## config.mk

```make
export PLATFORM = sky130hd
export DESIGN_NAME = lkt_lock_tracker
export DESIGN_NICKNAME = d
export VERILOG_FILES = /design/src/rtl/lkt_pkg.sv /design/src/rtl/lkt_burst_counter.sv /design/src/rtl/lkt_lock_fsm.sv /design/src/rtl/lkt_rule_check.sv /design/src/rtl/lkt_lock_tracker.sv
export SDC_FILE = /design/constraint.sdc
export NUM_CORES = 1
export LEC_CHECK = 0
export CELL_PAD_IN_SITES_DETAIL_PLACEMENT = 0
export CELL_PAD_IN_SITES_GLOBAL_PLACEMENT = 2
export CORE_MARGIN = 3
export CORE_UTILIZATION = 25
export DETAILED_ROUTE_END_ITERATION = 10
export PLACE_DENSITY = 0.78
export SYNTH_ARGS = -nofsm -noshare
export SYNTH_HDL_FRONTEND = slang
export SYNTH_HIERARCHICAL = 1
export SYNTH_SLANG_ARGS = --single-unit
export TNS_END_PERCENT = 20
```

## constraint.sdc

```tcl
create_clock -name clk -period 1.6 [get_ports clk]
set_input_delay 0.16 -clock clk [delete_from_list [all_inputs] [get_ports clk]]
set_output_delay 0.16 -clock clk [all_outputs]
set_load 0.01 [all_outputs]
```

## src/rtl/lkt_pkg.sv

```systemverilog
package lkt_pkg;

   typedef enum logic [1:0] {
      ST_OPEN    = 2'b00,
      ST_HELD    = 2'b01,
      ST_RELEASE = 2'b10
   } lk_state_e;

   localparam logic [1:0] LK_NORMAL = 2'b00;
   localparam logic [1:0] LK_EXCL   = 2'b01;
   localparam logic [1:0] LK_LOCKED = 2'b10;
   localparam logic [1:0] LK_RSVD   = 2'b11;

   // channel index inside every two-bit vector
   localparam int CH_WR = 0;
   localparam int CH_RD = 1;
   localparam int NCH   = 2;

endpackage

```

## src/rtl/lkt_burst_counter.sv

```systemverilog
module lkt_burst_counter #(
   parameter int MAX_OUT = 15
) (
   input  logic clk,
   input  logic rst_n,
   input  logic start_i,
   input  logic done_i,
   output logic idle_o
);
   localparam int CW = $clog2(MAX_OUT + 1);

   if (MAX_OUT < 1) begin : g_bad_max
      $error("lkt_burst_counter: MAX_OUT must be at least 1");
   end

   logic [CW-1:0] cnt_q;

   always_ff @(posedge clk or negedge rst_n) begin
      if (!rst_n) begin
         cnt_q <= '0;
      end else if (start_i && !done_i) begin
         cnt_q <= cnt_q + CW'(1);
      end else if (!start_i && done_i) begin
         cnt_q <= cnt_q - CW'(1);
      end
   end

   assign idle_o = (cnt_q == '0);

   // input assumption: completions only for bursts in flight
   p_no_underflow_r3: assert property (@(posedge clk) disable iff (!rst_n)
      done_i |-> (cnt_q != '0));

   // input assumption: never more than MAX_OUT bursts in flight
   p_no_overflow_r3: assert property (@(posedge clk) disable iff (!rst_n)
      (start_i && !done_i) |-> (cnt_q != CW'(MAX_OUT)));

endmodule

```

## src/rtl/lkt_lock_fsm.sv

```systemverilog
module lkt_lock_fsm
   import lkt_pkg::*;
#(
   parameter int ID_W = 4,
   parameter int PG_W = 20
) (
   input  logic                      clk,
   input  logic                      rst_n,
   input  logic [NCH-1:0]            hs_i,
   input  logic [NCH-1:0][1:0]       lock_i,
   input  logic [NCH-1:0][ID_W-1:0]  id_i,
   input  logic [NCH-1:0][PG_W-1:0]  page_i,
   input  logic [NCH-1:0][2:0]       prot_i,
   input  logic [NCH-1:0][3:0]       cache_i,
   input  logic                      quiet_i,
   output lk_state_e                 state_o,
   output logic [ID_W-1:0]           cap_id_o,
   output logic [PG_W-1:0]           cap_page_o,
   output logic [2:0]                cap_prot_o,
   output logic [3:0]                cap_cache_o
);
   lk_state_e       state_q, state_d;
   logic [NCH-1:0]  locked_hs, plain_hs;
   logic            sel;
   logic [ID_W-1:0] cap_id_q;
   logic [PG_W-1:0] cap_page_q;
   logic [2:0]      cap_prot_q;
   logic [3:0]      cap_cache_q;

   for (genvar c = 0; c < NCH; c++) begin : g_hs
      assign locked_hs[c] = hs_i[c] && (lock_i[c] == LK_LOCKED);
      assign plain_hs[c]  = hs_i[c] && (lock_i[c] != LK_LOCKED);
   end

   // write channel takes priority when both open a sequence together
   assign sel = locked_hs[CH_WR] ? 1'b0 : 1'b1;

   always_comb begin
      state_d = state_q;
      unique case (state_q)
         ST_OPEN:    if (|locked_hs) state_d = ST_HELD;
         ST_HELD:    if (|plain_hs)  state_d = ST_RELEASE;
         ST_RELEASE: if (quiet_i)    state_d = ST_OPEN;
         default:                    state_d = ST_OPEN;
      endcase
   end

   always_ff @(posedge clk or negedge rst_n) begin
      if (!rst_n) begin
         state_q     <= ST_OPEN;
         cap_id_q    <= '0;
         cap_page_q  <= '0;
         cap_prot_q  <= '0;
         cap_cache_q <= '0;
      end else begin
         state_q <= state_d;
         if (state_q == ST_OPEN && |locked_hs) begin
            cap_id_q    <= id_i[sel];
            cap_page_q  <= page_i[sel];
            cap_prot_q  <= prot_i[sel];
            cap_cache_q <= cache_i[sel];
         end
      end
   end

   assign state_o     = state_q;
   assign cap_id_o    = cap_id_q;
   assign cap_page_o  = cap_page_q;
   assign cap_prot_o  = cap_prot_q;
   assign cap_cache_o = cap_cache_q;

   p_enter_held_r2: assert property (@(posedge clk) disable iff (!rst_n)
      (state_q == ST_OPEN && |locked_hs) |=> (state_q == ST_HELD));

   p_no_skip_r2: assert property (@(posedge clk) disable iff (!rst_n)
      (state_q == ST_RELEASE) |=> (state_q != ST_HELD));

   p_capture_hold_r12: assert property (@(posedge clk) disable iff (!rst_n)
      (state_q == ST_HELD && $past(state_q) == ST_HELD)
         |-> ($stable(cap_id_q) && $stable(cap_page_q)
              && $stable(cap_prot_q) && $stable(cap_cache_q)));

endmodule

```

## src/rtl/lkt_rule_check.sv

```systemverilog
module lkt_rule_check
   import lkt_pkg::*;
#(
   parameter int ID_W    = 4,
   parameter int PG_W    = 20,
   parameter bit WARN_EN = 1'b1
) (
   input  lk_state_e                 state_i,
   input  logic [NCH-1:0]            valid_i,
   input  logic [NCH-1:0][1:0]       lock_i,
   input  logic [NCH-1:0][ID_W-1:0]  id_i,
   input  logic [NCH-1:0][PG_W-1:0]  page_i,
   input  logic [NCH-1:0][2:0]       prot_i,
   input  logic [NCH-1:0][3:0]       cache_i,
   input  logic [ID_W-1:0]           cap_id_i,
   input  logic [PG_W-1:0]           cap_page_i,
   input  logic [2:0]                cap_prot_i,
   input  logic [3:0]                cap_cache_i,
   input  logic                      quiet_i,
   input  logic                      rel_i,
   output logic [NCH-1:0]            e_rst_o,
   output logic [NCH-1:0]            e_rsvd_o,
   output logic [NCH-1:0]            e_start_o,
   output logic [NCH-1:0]            e_id_o,
   output logic [NCH-1:0]            e_unlock_o,
   output logic [NCH-1:0]            e_end_o,
   output logic [NCH-1:0]            w_region_o,
   output logic [NCH-1:0]            w_attr_o,
   output logic [NCH-1:0]            w_count_o
);
   logic in_open, in_held, in_rel;

   assign in_open = (state_i == ST_OPEN);
   assign in_held = (state_i == ST_HELD);
   assign in_rel  = (state_i == ST_RELEASE);

   for (genvar c = 0; c < NCH; c++) begin : g_ch
      localparam int O = NCH - 1 - c;

      logic is_lk, oth_lk, held_v;

      assign is_lk  = (lock_i[c] == LK_LOCKED);
      assign oth_lk = (lock_i[O] == LK_LOCKED);
      assign held_v = in_held && valid_i[c];

      assign e_rst_o[c]    = rel_i && valid_i[c];
      assign e_rsvd_o[c]   = valid_i[c] && (lock_i[c] == LK_RSVD);
      assign e_start_o[c]  = in_open && valid_i[c] && is_lk
                             && !(quiet_i && !(valid_i[O] && !oth_lk));
      assign e_id_o[c]     = held_v && (id_i[c] != cap_id_i);
      assign e_unlock_o[c] = held_v && !is_lk && !(quiet_i && !valid_i[O]);
      assign e_end_o[c]    = in_rel && valid_i[c]
                             && !(quiet_i && !(valid_i[O] && (lock_i[O][1] != lock_i[c][1])));

      if (WARN_EN) begin : g_warn
         assign w_region_o[c] = held_v && (page_i[c] != cap_page_i);
         assign w_attr_o[c]   = held_v && ((prot_i[c] != cap_prot_i)
                                           || (cache_i[c] != cap_cache_i));
         assign w_count_o[c]  = held_v && is_lk;
      end else begin : g_nowarn
         assign w_region_o[c] = 1'b0;
         assign w_attr_o[c]   = 1'b0;
         assign w_count_o[c]  = 1'b0;
      end
   end

endmodule

```

## src/rtl/lkt_lock_tracker.sv

```systemverilog
module lkt_lock_tracker
   import lkt_pkg::*;
#(
   parameter int ID_W      = 4,
   parameter int ADDR_W    = 32,
   parameter int PAGE_BITS = 12,
   parameter int MAX_OUT   = 15,
   parameter bit WARN_EN   = 1'b1
) (
   input  logic              clk,
   input  logic              rst_n,
   input  logic              aw_valid,
   input  logic              aw_ready,
   input  logic [ID_W-1:0]   aw_id,
   input  logic [ADDR_W-1:0] aw_addr,
   input  logic [1:0]        aw_lock,
   input  logic [2:0]        aw_prot,
   input  logic [3:0]        aw_cache,
   input  logic              ar_valid,
   input  logic              ar_ready,
   input  logic [ID_W-1:0]   ar_id,
   input  logic [ADDR_W-1:0] ar_addr,
   input  logic [1:0]        ar_lock,
   input  logic [2:0]        ar_prot,
   input  logic [3:0]        ar_cache,
   input  logic              r_valid,
   input  logic              r_ready,
   input  logic              r_last,
   input  logic              b_valid,
   input  logic              b_ready,
   output logic [1:0]        lock_state,
   output logic [1:0]        err_valid_rst,
   output logic [1:0]        err_reserved,
   output logic [1:0]        err_start,
   output logic [1:0]        err_id,
   output logic [1:0]        err_unlock,
   output logic [1:0]        err_end,
   output logic [1:0]        warn_region,
   output logic [1:0]        warn_attr,
   output logic [1:0]        warn_count
);
   localparam int PG_W = ADDR_W - PAGE_BITS;

   if (PAGE_BITS < 1 || PAGE_BITS >= ADDR_W) begin : g_bad_page
      $error("lkt_lock_tracker: PAGE_BITS must lie in 1..ADDR_W-1");
   end
   if (ID_W < 1) begin : g_bad_id
      $error("lkt_lock_tracker: ID_W must be at least 1");
   end

   logic [NCH-1:0]            valid_v, hs_v, done_v, idle_v;
   logic [NCH-1:0][1:0]       lock_v;
   logic [NCH-1:0][ID_W-1:0]  id_v;
   logic [NCH-1:0][PG_W-1:0]  page_v;
   logic [NCH-1:0][2:0]       prot_v;
   logic [NCH-1:0][3:0]       cache_v;
   logic                      quiet;
   logic                      rel_q, rel_cycle;
   lk_state_e                 state;
   logic [ID_W-1:0]           cap_id;
   logic [PG_W-1:0]           cap_page;
   logic [2:0]                cap_prot;
   logic [3:0]                cap_cache;
   logic                      unused_lo;

   assign valid_v = {ar_valid, aw_valid};
   assign hs_v    = {ar_valid & ar_ready, aw_valid & aw_ready};
   assign done_v  = {r_valid & r_ready & r_last, b_valid & b_ready};
   assign lock_v  = {ar_lock, aw_lock};
   assign id_v    = {ar_id, aw_id};
   assign page_v  = {ar_addr[ADDR_W-1:PAGE_BITS], aw_addr[ADDR_W-1:PAGE_BITS]};
   assign prot_v  = {ar_prot, aw_prot};
   assign cache_v = {ar_cache, aw_cache};
   assign unused_lo = ^{aw_addr[PAGE_BITS-1:0], ar_addr[PAGE_BITS-1:0]};

   for (genvar c = 0; c < NCH; c++) begin : g_cnt
      lkt_burst_counter #(.MAX_OUT(MAX_OUT)) u_cnt (
         .clk     (clk),
         .rst_n   (rst_n),
         .start_i (hs_v[c]),
         .done_i  (done_v[c]),
         .idle_o  (idle_v[c])
      );
   end

   assign quiet = &idle_v;

   // first cycle after reset release
   always_ff @(posedge clk or negedge rst_n) begin
      if (!rst_n) rel_q <= 1'b0;
      else        rel_q <= 1'b1;
   end
   assign rel_cycle = rst_n && !rel_q;

   lkt_lock_fsm #(.ID_W(ID_W), .PG_W(PG_W)) u_fsm (
      .clk         (clk),
      .rst_n       (rst_n),
      .hs_i        (hs_v),
      .lock_i      (lock_v),
      .id_i        (id_v),
      .page_i      (page_v),
      .prot_i      (prot_v),
      .cache_i     (cache_v),
      .quiet_i     (quiet),
      .state_o     (state),
      .cap_id_o    (cap_id),
      .cap_page_o  (cap_page),
      .cap_prot_o  (cap_prot),
      .cap_cache_o (cap_cache)
   );

   lkt_rule_check #(.ID_W(ID_W), .PG_W(PG_W), .WARN_EN(WARN_EN)) u_rules (
      .state_i     (state),
      .valid_i     (valid_v),
      .lock_i      (lock_v),
      .id_i        (id_v),
      .page_i      (page_v),
      .prot_i      (prot_v),
      .cache_i     (cache_v),
      .cap_id_i    (cap_id),
      .cap_page_i  (cap_page),
      .cap_prot_i  (cap_prot),
      .cap_cache_i (cap_cache),
      .quiet_i     (quiet),
      .rel_i       (rel_cycle),
      .e_rst_o     (err_valid_rst),
      .e_rsvd_o    (err_reserved),
      .e_start_o   (err_start),
      .e_id_o      (err_id),
      .e_unlock_o  (err_unlock),
      .e_end_o     (err_end),
      .w_region_o  (warn_region),
      .w_attr_o    (warn_attr),
      .w_count_o   (warn_count)
   );

   assign lock_state = state;

   p_rst_flag_once_r9: assert property (@(posedge clk) disable iff (!rst_n)
      (|err_valid_rst) |=> !(|err_valid_rst));

endmodule

```

* Word level (Yosys, flattened, before mapping)
Index checks and enable logic that the tools add are counted.
** Word-level totals
- Register bits after elaboration :: 42
- Bits in latches :: 0
- RAM bits :: 0
- Bits in read-only memories :: 0
- Output and inout bits :: 20
- Memories :: 0
** Operators by class
- Add/sub/neg operators :: 4
- $mul :: 0
- Div/mod/pow operators :: 0
- Order comparisons :: 1
- Eq/ne operators :: 21
- Shift-type cells :: 0
- Muxes and demuxes :: 17
- Bitwise logic cells :: 5
- Reduce and logical (&&, ||, !) cells :: 78
** Operators with widths (count)
- $logic_and A1 B1 Y1 :: 48
- $mux W20 :: 2
- $ne A20 B20 Y1 :: 2
- $mux W4 :: 8
- $logic_not A1 Y1 :: 19
- $ne A4 B4 Y1 :: 4
- $eq A2 B2 Y1 const B :: 5
- $add A4 B1 Y4 const B :: 2
- $logic_not A4 Y1 :: 2
- $sub A4 B1 Y4 const B :: 2
- $mux W2 :: 3
- $mux W3 :: 2
- $ne A2 B1 Y1 const B :: 3
- $ne A3 B3 Y1 :: 2
- $pmux W2 S3 :: 1
- $and A1 B1 Y1 :: 5
- $ne A2 B2 Y1 const B :: 2
- $reduce_bool A2 Y1 :: 2
- $reduce_or A2 Y1 :: 2
- $reduce_and A3 Y1 :: 1
- $eq A2 B1 Y1 const B :: 1
- $logic_not A2 Y1 :: 1
- $logic_or A1 B1 Y1 :: 2
- $lt A1 B2 Y1 const B :: 1
- 3 further kinds :: 4

* Depth between registers and ports, before layout
Gate-level depths: netlist (run 1).
- Word-level depth :: 7
- Mapped depth :: 8
- Depth with buffers taken out :: 8

* Modules after synthesis
The synthesis (run 1) kept the hierarchy.
** By module, submodules not included
- lkt_lock_fsm :: times used 1, cells each 115, area an instance 1729.2 um^2
- lkt_rule_check :: times used 1, cells each 110, area an instance 837.1 um^2
- lkt_burst_counter :: times used 2, cells each 30, area an instance 314.1 um^2
- lkt_lock_tracker :: times used 1, cells each 8, area an instance 66.3 um^2

* Worst setup path after synthesis (run 1)
No wires, ideal clock.
- Kind :: input port to flip-flop
- From :: input port aw_valid
- To :: register g_cnt[0].u_cnt.cnt_q[3]
- Setup time :: 129 ps
- Arrival :: 1681 ps
- Path slack :: -210 ps
- Cell stages on the path :: 7
- Cell sequence :: and2_1 ha_1 inv_1 ha_1 or4_4 o211ai_2 o211ai_2
** On the way
- Cells in the longest elaborated chain, start to end :: 4
** RTL lines
- from (decl) :: RTL line lkt_lock_tracker.sv:12 : input logic aw_valid,
- $and A1 B1 Y1 (*) :: RTL line lkt_lock_tracker.sv:67 : assign hs_v = {ar_valid & ar_ready, aw_valid & aw_ready};
- $logic_not A1 Y1 :: RTL line lkt_burst_counter.sv:23 : end else if (!start_i && done_i) begin
- $logic_and A1 B1 Y1 :: RTL line lkt_burst_counter.sv:23
- $reduce_bool A2 Y1 (no source line)
- to (signal assigned) :: RTL line lkt_burst_counter.sv:22 : cnt_q <= cnt_q + CW'(1);
- to (signal assigned) :: RTL line lkt_burst_counter.sv:24 : cnt_q <= cnt_q - CW'(1);
- to (decl) :: RTL line lkt_burst_counter.sv:16 : logic [CW-1:0] cnt_q;
Mark *: on every way between the ends. The rest lies on a longest branch, timed or not.
A chain may end at the register's enable or synchronous reset.

* Worst setup path after layout (run 1)
- From :: register g_cnt[1].u_cnt.cnt_q[3]
- To :: output port err_start[0]
** On the way
- Cells in the longest elaborated chain, start to end :: 5
** RTL lines
- from (decl) :: RTL line lkt_burst_counter.sv:16
- from (signal assigned) :: RTL line lkt_burst_counter.sv:22
- from (signal assigned) :: RTL line lkt_burst_counter.sv:24
- $logic_not A4 Y1 :: RTL line lkt_burst_counter.sv:28 : assign idle_o = (cnt_q == '0);
- net idle_v[1] :: RTL line lkt_lock_tracker.sv:51 : logic [NCH-1:0] valid_v, hs_v, done_v, idle_v;
- $reduce_and A2 Y1 :: RTL line lkt_lock_tracker.sv:86 : assign quiet = &idle_v;
- net quiet :: RTL line lkt_lock_tracker.sv:57 : logic quiet;
- $logic_and A1 B1 Y1 :: RTL line lkt_rule_check.sv:49 : && !(quiet_i && !(valid_i[O] && !oth_lk));
- $logic_not A1 Y1 :: RTL line lkt_rule_check.sv:49
- $logic_and A1 B1 Y1 :: RTL line lkt_rule_check.sv:49
- to (decl) :: RTL line lkt_lock_tracker.sv:34 : output logic [1:0] err_start,
The timed path passes the listed nets, and every way through them passes these cells.

==> results of run 1 <==
-- per-stage QoR --
step | hold WS [ps] | TNS, ps | util (%) | cell area [µm²] | worst slack (ps)
6_report | 455.8 | -1536 | 40.66 | 5152 | -280.2
5_1_grt | 487.6 | -2617 | 40.66 | 5152 | -361.5
4_1_cts | 527.1 | -2944 | 39.87 | 5052 | -286.6
3_5_place_dp | 295.1 | -22050 | 37.81 | 4791 | -593.4
3_3_place_gp | 294.5 | -21480 | 37.81 | 4791 | -571.9
2_1_floorplan | -135.6 | -81.50 | - | 3297 | -47.48
-- worst paths after layout --
path,endpoint,cells after the start,start,slack [ps]
max in group asynchronous,u_fsm/cap_id_o[0],3,rst_n,700
setup / recovery,err_start[0],7,g_cnt[1].u_cnt/cnt_q[3],-280
setup reg to reg,u_fsm/cap_prot_o[2],4,u_fsm/state_o[1],10
hold / removal,u_fsm/state_o[0],5,ar_ready,460
min in group asynchronous,rel_q,3,rst_n,500
hold reg to reg,u_fsm/cap_page_o[1],1,u_fsm/cap_page_o[1],560
-- routing by layer --
metal	vias to the layer above	track usage, %	share of wire, %
met5	-	0	0
met4	0	2.863	1.3
met3	7	2.526	4.0
met2	48	21.99	50
met1	1297	15.34	44
li1	1358	-	-
-- layout by cell type, fill, tap and decap left out, types with 5 or more instances in the layout --
cell              n
clkdlybuf4s50_1  65
mux2_2           56
buf_4            51
dfrtp_1          42
xnor2_1          40
xor2_1           24
buf_2            13
dlygate4sd2_1    10
nand4_1           6
clkbuf_16         5
inv_1             5
nand2_1           5
nand3_1           5
dlymetal6s2s_1    5
mux2_4            5
-- layout make-up --
class | count | area [µm²] | area share, %
timing repair buffer | 153 | 1359 | 26.37
tap | 172 | 215.2 | 4.177
clock inverter | 2 | 37.54 | 0.7285
clock buffer | 6 | 128.9 | 2.501
inverter | 9 | 41.29 | 0.8014
multi-input combinational | 234 | 2320 | 45.02
sequential | 42 | 1051 | 20.40
-- timing repair --
item	CTS	global route
hold buffers	1	0
buffers inserted	5	2
pin swaps	20	21
endpoints found under the setup margin	55	52
gates resized for setup	88	30
hold endpoints to repair	2	0
-- state kept, by name, indices dropped and copies added (netlist names) --
register / cells
g_cnt.u_cnt/cnt_q: 8
rel_q: 1
u_fsm/cap_cache_o: 4
u_fsm/cap_id_o: 4
u_fsm/cap_page_o: 20
u_fsm/cap_prot_o: 3
u_fsm/state_o: 2
-- worst max-delay path, cell delays in order, from the launching register on --
cell     delay (ps)
dfrtp_1         400
nor4_4           50
and2_4          170
inv_4            60
o21ai_4          70
or4_4           410
a21oi_2         120
buf_2           140
-- cell families after synthesis --
logic type,synth area share [%]
xor+xnor,18.00
mux,23.06
simple gates,12.09
flops,32.23
compound gates,7.560
buf+inv,3.415
fa+ha+maj,3.530
other cells,0.1150
-- where the power goes --
part | total (mW) | leakage [nW] | switching [mW] | internal, mW
clock network | 1.17 | 0.0771 | 0.430 | 0.737
registers | 2.10 | 0.503 | 0.519 | 1.58
logic | 3.32 | 1.56 | 1.30 | 2.02
==> metrics.txt, run 1 <==
status=complete, but fails checks; failing checks=negative setup slack; share of layout cells above drive strength 1=41.26%; Tmin final=1880 ps; # fillers=1249; vias in the first global route=2989; I/O Buffers=96; Unique masters post-synth=45; Initial Util=25.73%; most numerous cell in the Yosys netlist=mux2_2; # rows=41; Routed WL=8668 µm; initial antenna violation count=0; first-pass GRT wire length=14650 µm; full die area=0.01445 mm²; Critical Path RT=1440 ps; post-route ant nets=0; DRT iter0 DRCs=55; Slew Limit Headroom=61.52%; Synth top area share=32.23%; Synth Instances=293; Mean Syn Cell Area=11.13 µm²; Worst Tran Pin Value=577.2 ps; Post-synth EDFFs=0; Tot Pwr=6.590 mW; setup violators final=9; Final Max Slew Viols=0; fmax=0.5318 GHz; asr flop ratio synth=100.0%; worst IR drop on VDD=0.0005670 V; non-filler cells, final=618; worst-case clock buffer depth=2; Setup WS post-layout=-280.2 ps; Final Hold Vio Count=0; MaxCap Viol Count=0; largest net degree at the start of global routing=43; Ant. Diodes=0; Synth Register Bits=42; YS warnings=6; TritonRoute pass-1 iters=3; NumNets Final=554; critical path launch point type=flip-flop; GRT overflow=0; post-detail-place hpwl=6645 µm; DRC=0; Syn Std Cell Area=0.003261 mm²; Final Skew=8.640 ps; Layout area overhead=58.02%; vias=2710; Die Y-Extent=120.2 µm; Worst Path Arrival=1720 ps; Seq/Total Area, Yosys=32.23%; vias per cell=4.385; root buf cell=clkbuf_16; htree depth=2; Power Dens Cells=1279 mW/mm²; Leakage=2.141 nW; GP Congestion=0.7830; Hold Crit Class=in -> reg; TritonCTS clock tree=yes; CP endpoint kind=output port; clock-pin slew of the registers on the worst-case setup and hold paths=60 ps; worst setup path category=reg -> out; post-route clock period utilization=117.5%; cts bufs inserted=5; num ports=121; core box area=0.01267 mm²; worst skew pair latency=290 ps; most frequent cells after synthesis=mux2_2 (58), xnor2_1 (43), dfrtp_1 (42); total clock sinks=42; Placed Cells=603; Wirelength per Cell=14.03 µm; top post-synthesis cells by area=dfrtp_1 (32%), mux2_2 (20%), xnor2_1 (12%); maximum fanout along the worst path=3; Net Count, Synth=402; top_reg_cell synth=dfrtp_1; RSZ-0062 raised after global routing=yes; Die X-Extent=120.2 µm; GRT Util Overall=12.35%; Synth area leader=dfrtp_1
Power figures use the tool's default switching activity.
==> run 2: changes to the inputs <==
--- a/config.mk
+++ b/config.mk
@@ -5,6 +5,7 @@
 export SDC_FILE = /design/constraint.sdc
 export NUM_CORES = 1
 export LEC_CHECK = 0
+export ABC_CLOCK_PERIOD_IN_PS = 1600
 export CELL_PAD_IN_SITES_DETAIL_PLACEMENT = 0
 export CELL_PAD_IN_SITES_GLOBAL_PLACEMENT = 2
 export CORE_MARGIN = 3
==> results of run 2 <==
Same layout as run 1: the final DEF is identical, and so are final timing and power.
